File: src/rtl/ioc_gpio_pkg.sv
package ioc_gpio_pkg;
  localparam int NPORTS = 2;
  localparam int ADDR_W = 5;
  localparam int NUM_REGS = 11;

  typedef enum logic [3:0] {
    RG_DIR   = 4'd0,
    RG_POL   = 4'd1,
    RG_IEN   = 4'd2,
    RG_DEFV  = 4'd3,
    RG_MODE  = 4'd4,
    RG_CFG   = 4'd5,
    RG_PULL  = 4'd6,
    RG_FLAG  = 4'd7,
    RG_CAP   = 4'd8,
    RG_PORT  = 4'd9,
    RG_LATCH = 4'd10,
    RG_NONE  = 4'd15
  } regSel_e;

  typedef struct packed {
    logic              wr;
    logic              rd;
    regSel_e           sel;
    logic              portSel;
    logic [NPORTS-1:0] clr;
  } strobe_t;

  localparam logic [ADDR_W-1:0] ADDR_CAP_A  = 5'h10;
  localparam logic [ADDR_W-1:0] ADDR_PORT_A = 5'h12;
  localparam logic [ADDR_W-1:0] ADDR_DIR_A  = 5'h00;
endpackage

File: src/rtl/ioc_gpio_ctl.sv
module ioc_gpio_ctl
  import ioc_gpio_pkg::*;
(
  input  logic [ADDR_W-1:0] busAddr,
  input  logic              busWe,
  input  logic              busRe,
  output strobe_t           stb
);
  localparam int IDX_W = ADDR_W - 1;

  logic [IDX_W-1:0] regIdx;
  regSel_e          sel;
  logic             writable;
  logic             clearing;

  assign regIdx = busAddr[ADDR_W-1:1];

  always_comb begin
    if (regIdx < IDX_W'(NUM_REGS)) sel = regSel_e'(regIdx);
    else                           sel = RG_NONE;
  end

  assign writable = (sel != RG_FLAG) && (sel != RG_CAP) && (sel != RG_NONE);
  assign clearing = busRe && ((sel == RG_CAP) || (sel == RG_PORT));

  always_comb begin
    stb.wr      = busWe && writable;
    stb.rd      = busRe;
    stb.sel     = sel;
    stb.portSel = busAddr[0];
    for (int p = 0; p < NPORTS; p++)
      stb.clr[p] = clearing && (busAddr[0] == p[0]);
  end
endmodule

File: src/rtl/ioc_gpio_dp.sv
module ioc_gpio_dp
  import ioc_gpio_pkg::*;
#(
  parameter int PORT_W = 8
) (
  input  logic                     clk,
  input  logic                     rst_n,
  input  strobe_t                  stb,
  input  logic [PORT_W-1:0]        wdata,
  input  logic [NPORTS*PORT_W-1:0] pinIn,
  output logic [PORT_W-1:0]        rdata,
  output logic [NPORTS*PORT_W-1:0] pinOut,
  output logic [NPORTS*PORT_W-1:0] pinOe,
  output logic [NPORTS*PORT_W-1:0] pullEn,
  output logic [NPORTS-1:0]        irq
);
  logic [PORT_W-1:0] portRd [NPORTS];

  for (genvar p = 0; p < NPORTS; p++) begin : g_port
    logic [PORT_W-1:0] dirR, polR, ienR, defvR, modeR, cfgR, pullR;
    logic [PORT_W-1:0] flagR, capR, latR;
    logic [PORT_W-1:0] syncA, syncB, prevR;
    logic [PORT_W-1:0] portVal, hits;
    logic              wrHere;

    assign wrHere  = stb.wr && (stb.portSel == p[0]);
    assign portVal = syncB ^ polR;
    assign hits    = ienR & ((modeR & (syncB ^ defvR)) | (~modeR & (syncB ^ prevR)));

    always_ff @(posedge clk or negedge rst_n) begin
      if (!rst_n) begin
        syncA <= '0;
        syncB <= '0;
        prevR <= '0;
      end else begin
        syncA <= pinIn[p*PORT_W +: PORT_W];
        syncB <= syncA;
        prevR <= syncB;
      end
    end

    always_ff @(posedge clk or negedge rst_n) begin
      if (!rst_n) begin
        dirR  <= '1;
        polR  <= '0;
        ienR  <= '0;
        defvR <= '0;
        modeR <= '0;
        cfgR  <= '0;
        pullR <= '0;
        latR  <= '0;
      end else if (wrHere) begin
        case (stb.sel)
          RG_DIR:            dirR  <= wdata;
          RG_POL:            polR  <= wdata;
          RG_IEN:            ienR  <= wdata;
          RG_DEFV:           defvR <= wdata;
          RG_MODE:           modeR <= wdata;
          RG_CFG:            cfgR  <= wdata;
          RG_PULL:           pullR <= wdata;
          RG_PORT, RG_LATCH: latR  <= wdata;
          default: ;
        endcase
      end
    end

    always_ff @(posedge clk or negedge rst_n) begin
      if (!rst_n) begin
        flagR <= '0;
        capR  <= '0;
      end else if (stb.clr[p]) begin
        flagR <= '0;
      end else if ((flagR == '0) && (hits != '0)) begin
        flagR <= hits;
        capR  <= portVal;
      end
    end

    always_comb begin
      case (stb.sel)
        RG_DIR:   portRd[p] = dirR;
        RG_POL:   portRd[p] = polR;
        RG_IEN:   portRd[p] = ienR;
        RG_DEFV:  portRd[p] = defvR;
        RG_MODE:  portRd[p] = modeR;
        RG_CFG:   portRd[p] = cfgR;
        RG_PULL:  portRd[p] = pullR;
        RG_FLAG:  portRd[p] = flagR;
        RG_CAP:   portRd[p] = capR;
        RG_PORT:  portRd[p] = portVal;
        RG_LATCH: portRd[p] = latR;
        default:  portRd[p] = '0;
      endcase
    end

    assign pinOut[p*PORT_W +: PORT_W] = latR;
    assign pinOe[p*PORT_W +: PORT_W]  = ~dirR;
    assign pullEn[p*PORT_W +: PORT_W] = pullR & dirR;
    assign irq[p]                     = |flagR;
  end

  always_ff @(posedge clk or negedge rst_n) begin
    if (!rst_n)      rdata <= '0;
    else if (stb.rd) rdata <= portRd[stb.portSel];
  end
endmodule

File: src/rtl/ioc_gpio_ctrl.sv
module ioc_gpio_ctrl
  import ioc_gpio_pkg::*;
#(
  parameter int PORT_W = 8
) (
  input  logic                     clk,
  input  logic                     rst_n,
  input  logic [ADDR_W-1:0]        busAddr,
  input  logic                     busWe,
  input  logic [PORT_W-1:0]        busWdata,
  input  logic                     busRe,
  output logic [PORT_W-1:0]        busRdata,
  input  logic [NPORTS*PORT_W-1:0] pinIn,
  output logic [NPORTS*PORT_W-1:0] pinOut,
  output logic [NPORTS*PORT_W-1:0] pinOe,
  output logic [NPORTS*PORT_W-1:0] pullEn,
  output logic [NPORTS-1:0]        irqOut
);
  strobe_t stb;

  ioc_gpio_ctl ctl_i (
    .busAddr (busAddr),
    .busWe   (busWe),
    .busRe   (busRe),
    .stb     (stb)
  );

  ioc_gpio_dp #(.PORT_W(PORT_W)) dp_i (
    .clk    (clk),
    .rst_n  (rst_n),
    .stb    (stb),
    .wdata  (busWdata),
    .pinIn  (pinIn),
    .rdata  (busRdata),
    .pinOut (pinOut),
    .pinOe  (pinOe),
    .pullEn (pullEn),
    .irq    (irqOut)
  );
endmodule

File: config.mk
export PLATFORM = sky130hd
export DESIGN_NAME = ioc_gpio_ctrl
export DESIGN_NICKNAME = d
export VERILOG_FILES = /design/src/rtl/ioc_gpio_pkg.sv /design/src/rtl/ioc_gpio_ctl.sv /design/src/rtl/ioc_gpio_dp.sv /design/src/rtl/ioc_gpio_ctrl.sv
export SDC_FILE = /design/constraint.sdc
export NUM_CORES = 1
export LEC_CHECK = 0
export ABC_AREA = 1
export BUFFER_PORTS_ARGS = -buffer_cell sky130_fd_sc_hd__buf_2
export CELL_PAD_IN_SITES_DETAIL_PLACEMENT = 1
export CELL_PAD_IN_SITES_GLOBAL_PLACEMENT = 1
export CORE_MARGIN = 1.5
export CORE_UTILIZATION = 25
export DETAILED_ROUTE_END_ITERATION = 12
export GPL_ROUTABILITY_DRIVEN = 1
export GPL_TIMING_DRIVEN = 0
export PLACE_DENSITY_LB_ADDON = 0.1
export SLEW_MARGIN = 20
export SYNTH_ARGS = -nofsm -noshare
export SYNTH_HDL_FRONTEND = slang
export SYNTH_HIERARCHICAL = 1
export SYNTH_SLANG_ARGS = --single-unit
File: constraint.sdc
create_clock -name clk -period 1.5 [get_ports clk]
set_input_delay 0.075 -clock clk [delete_from_list [all_inputs] [get_ports clk]]
set_output_delay 0.075 -clock clk [all_outputs]
set_load 0.01 [all_outputs]
==> flow_summary.ini <==
[critical_path]
crit_fanout = 2
endpoint_kind = primary output
max_stage_delay_ns = 0.37
cp_common_cell = buf_6
worstPathRequired_ns = 1.42
r2r-start = dp_i/g_port[0].flagR[0]
path_depth = 5
endpoint = irqOut[1]
crit_buf_inv = 3
worstReg2RegEnd = dp_i/g_port[0].capR[7]
crit_path_start_kind = register
reg2regPathDepth = 10
crit_family = simple AND/OR/NAND/NOR gates
arrival_ns = 1.75
cp-startpoint = dp_i/g_port[1].flagR[4]
slowest_stage = dfrtp_1
rrSetupSlack_ns = -0.18
path_cells = or2_1 > nor4_4 > buf_6 > inv_2 > buf_6
crit_type = reg -> out

[logic_synthesis]
yosys_warnings = 6
synthesis.area_sq_um = 10000
synthDistinctLibCells = 28
ys_seq_area_share_pct = 54.2
syn_nets = 1295
synthDominantCellAreaShare_pct = 50.0
synth-seq-cells = 216
synth_top_area_cell = dfrtp_1
yosys-top-cells-area = dfrtp_1 50%, nand2_1 18%, o21ai_0 8.2%
syn_inst = 1262
syn_avg_cell_area_sq_um = 7.93

[die]
die-area_sq_um = 41300
dieHeight_um = 203
initial_core_util_pct = 25.3
core_area_sq_um = 39600
ios = 91
fp.dieW_um = 203
num_rows = 73

[min_path]
hp-class = in -> reg

[global_routing]
gr-total-overflow = 0
grt_usage_pct = 21.6
grt_pass1_wl_um = 65000
antenna_found_initial = 1
grt_max_degree = 89
first_global_vias = 9673

[run]
maxCapViolCount = 0

[route]
routed_wl_um = 44500
dr.pass1.iters = 5
vias = 9494
drc_errors = 0
wl_per_cell_um = 21.9
avgViaCountPerCell = 4.68
dr_wl_met3_um = 2110
m1WireLength_um = 21700
highest_layer = met4
antenna_left = 0
drtIter0Drc = 687
wl_met2_um = 19900

[place]
dp_cells = 1879
numPortBuffers = 90
post-dp-hpwl_um = 31600
routabilityCongestion = 0.825

[sta]
slew_viol_final = 0
fin_crit_ns = 1.83
clock_skew_ns = 0.0122
fmax_mhz = 547
tns_ns = -3.88
fin_ws_ns = -0.328
finalCritPeriodShare_pct = 122
worst_pin_slew_ns = 1.01
relSlewSlack_pct = 32.6
hold_viol_final = 0
rsz0062_at_grt = yes
setup_violations = 34

[layout]
fillers = 4833
diodes = 0
drive_gt1_share_pct = 28.1
syn2layout_area_growth_pct = 37.9
final_nets = 1517
final_cells = 2029

[cts]
cts_tree = built
cts.clk_slew.worst_paths_ns = 0.06
insertion_delay_ns = 0.55
clockBufferDepth = 3
cts_buffers = 27
cts-root-buf = clkbuf_16
clock_sinks = 216
htree_levels = 1

[power_and_ir_drop]
p_per_area_nw_per_um2 = 1560
max-vdd-ir-drop_mv = 0.783
p_leak_nw = 6.80

[run_status]
violations = setup timing
status = finished with violations
[where the power goes]
| part | switching [W] | total, W | internal [W] |
|---|---|---|---|
| clock | 0.00265 | 0.00643 | 0.00378 |
| combinational | 0.00398 | 0.00737 | 0.00338 |
| sequential | 0.000935 | 0.00781 | 0.00688 |
[kinds of logic after synthesis]
| logic type | share of synthesized area, % |
|---|---|
| AND/OR/NAND/NOR | 28.3 |
| flip-flops | 54.2 |
| buffers and inverters | 7.11 |
| AO/OA/AOI/OAI | 9.00 |
| XOR/XNOR | 1.40 |
[worst register-to-register path, stage by stage (launching register included)]
cell and delay [ns]:
dfrtp_1 0.39, nor2_1 0.11, nand2_1 0.07, nor3_2 0.15, and3_4 0.23, buf_6 0.10
buf_6 0.08, buf_8 0.11, nand3_4 0.16, nand2_2 0.12, nand2_2 0.05
[flip-flops by register name, indices dropped and copies added, names as in the netlist]
signal / flops
dp_i/g_port.syncA: 16
dp_i/g_port.pullR: 16
dp_i/g_port.polR: 16
dp_i/rdata: 8
dp_i/g_port.defvR: 16
dp_i/g_port.modeR: 16
dp_i/g_port.flagR: 16
dp_i/g_port.capR: 16
dp_i/g_port.latR: 16
dp_i/g_port.ienR: 16
dp_i/g_port.syncB: 16
dp_i/g_port.cfgR: 16
dp_i/g_port.prevR: 16
dp_i/g_port.dirR: 16
[synth_stat cells]
library cell  count
a21oi_1           1
and3_1            1
buf_2            13
buf_4             8
clkbuf_1         26
clkbuf_2          1
clkinv_1          4
dfrtp_1         200
dfstp_2          16
inv_1           122
inv_2             3
nand2_1         478
nand2_2           5
nand3_1          78
nand3_2           2
nand3b_1          8
nand4_1          35
nor2_1           62
nor2_2            4
nor2_4            2
nor3_1            1
nor4_4            1
o21ai_0         164
o22ai_1           5
o2bb2ai_1         5
or2_1             1
xnor2_1           6
xor2_1           10
[worst min path at each step]
stage                           start                      end  cells after the start
after floorplan                 rst_n   dp_i/g_port[0].capR[0]                      0
after global placement      pinIn[10]  dp_i/g_port[1].syncA[2]                      1
after detailed placement        rst_n  dp_i/g_port[1].syncB[2]                      1
after CTS                 busWdata[1]   dp_i/g_port[1].latR[1]                      3
after global routing      busWdata[1]  dp_i/g_port[0].defvR[1]                      3
final                     busWdata[4]   dp_i/g_port[0].polR[4]                      3
[layout by cell type, fill, tap and decap left out, drive strengths merged]
cell type	instances
nand2	483
dfrtp	200
buf	192
o21ai	164
inv	123
nand3	80
nor2	68
clkbuf	68
nand4	35
dlygate4sd3	23
dfstp	16
clkinv	10
xor2	10
nand3b	8
xnor2	6
o2bb2ai	5
o22ai	5
clkinvlp	3
or2	1
nor4	1
nor3	1
and3	1
a21oi	1
[final cells by class]
class | count | area [sq um] | area share, %
Tap cell | 525 | 657 | 4.76
Clock buffer | 42 | 832 | 6.03
Inverter | 129 | 507 | 3.67
Clock inverter | 7 | 37.5 | 0.272
Multi-Input combinational cell | 869 | 4510 | 32.7
Sequential cell | 216 | 5440 | 39.4
Timing Repair Buffer | 195 | 1490 | 10.8
Buffer | 46 | 335 | 2.43
[through the flow]
stage          total power [W]  setup slack, ns  utilization, %  hold WS, ns  instance area (sq um)
6_report                0.0216           -0.328            34.8       0.0196                  13800
4_1_cts                 0.0204           -0.369            33.3      0.00837                  13200
3_5_place_dp            0.0122            -1.41            28.2        0.105                  11200
3_3_place_gp            0.0121            -3.97            28.1        0.183                  11100
2_1_floorplan           0.0102           0.0147               -       -0.221                  10000
5_1_grt                 0.0228           -0.407            34.8       0.0118                  13800
[metal layers]
metal / up-vias / track usage [%]
met5: - / 0
met1: 4765 / 31.7
met3: 49 / 3.26
met4: 0 / 4.15
met2: 206 / 33.8
li1: 4474 / -
[repair_timing]
| action | 4_1_cts | 5_1_grt |
|---|---|---|
| hold buffers | 23 | 0 |
| setup endpoints to repair | 156 | 158 |
| gates cloned | 2 | 0 |
| gates resized for setup | 147 | 120 |
| endpoints found under the hold margin | 95 | 0 |
| buffers inserted | 54 | 27 |
| pin swaps | 30 | 46 |
Power figures use the tool's default switching activity.
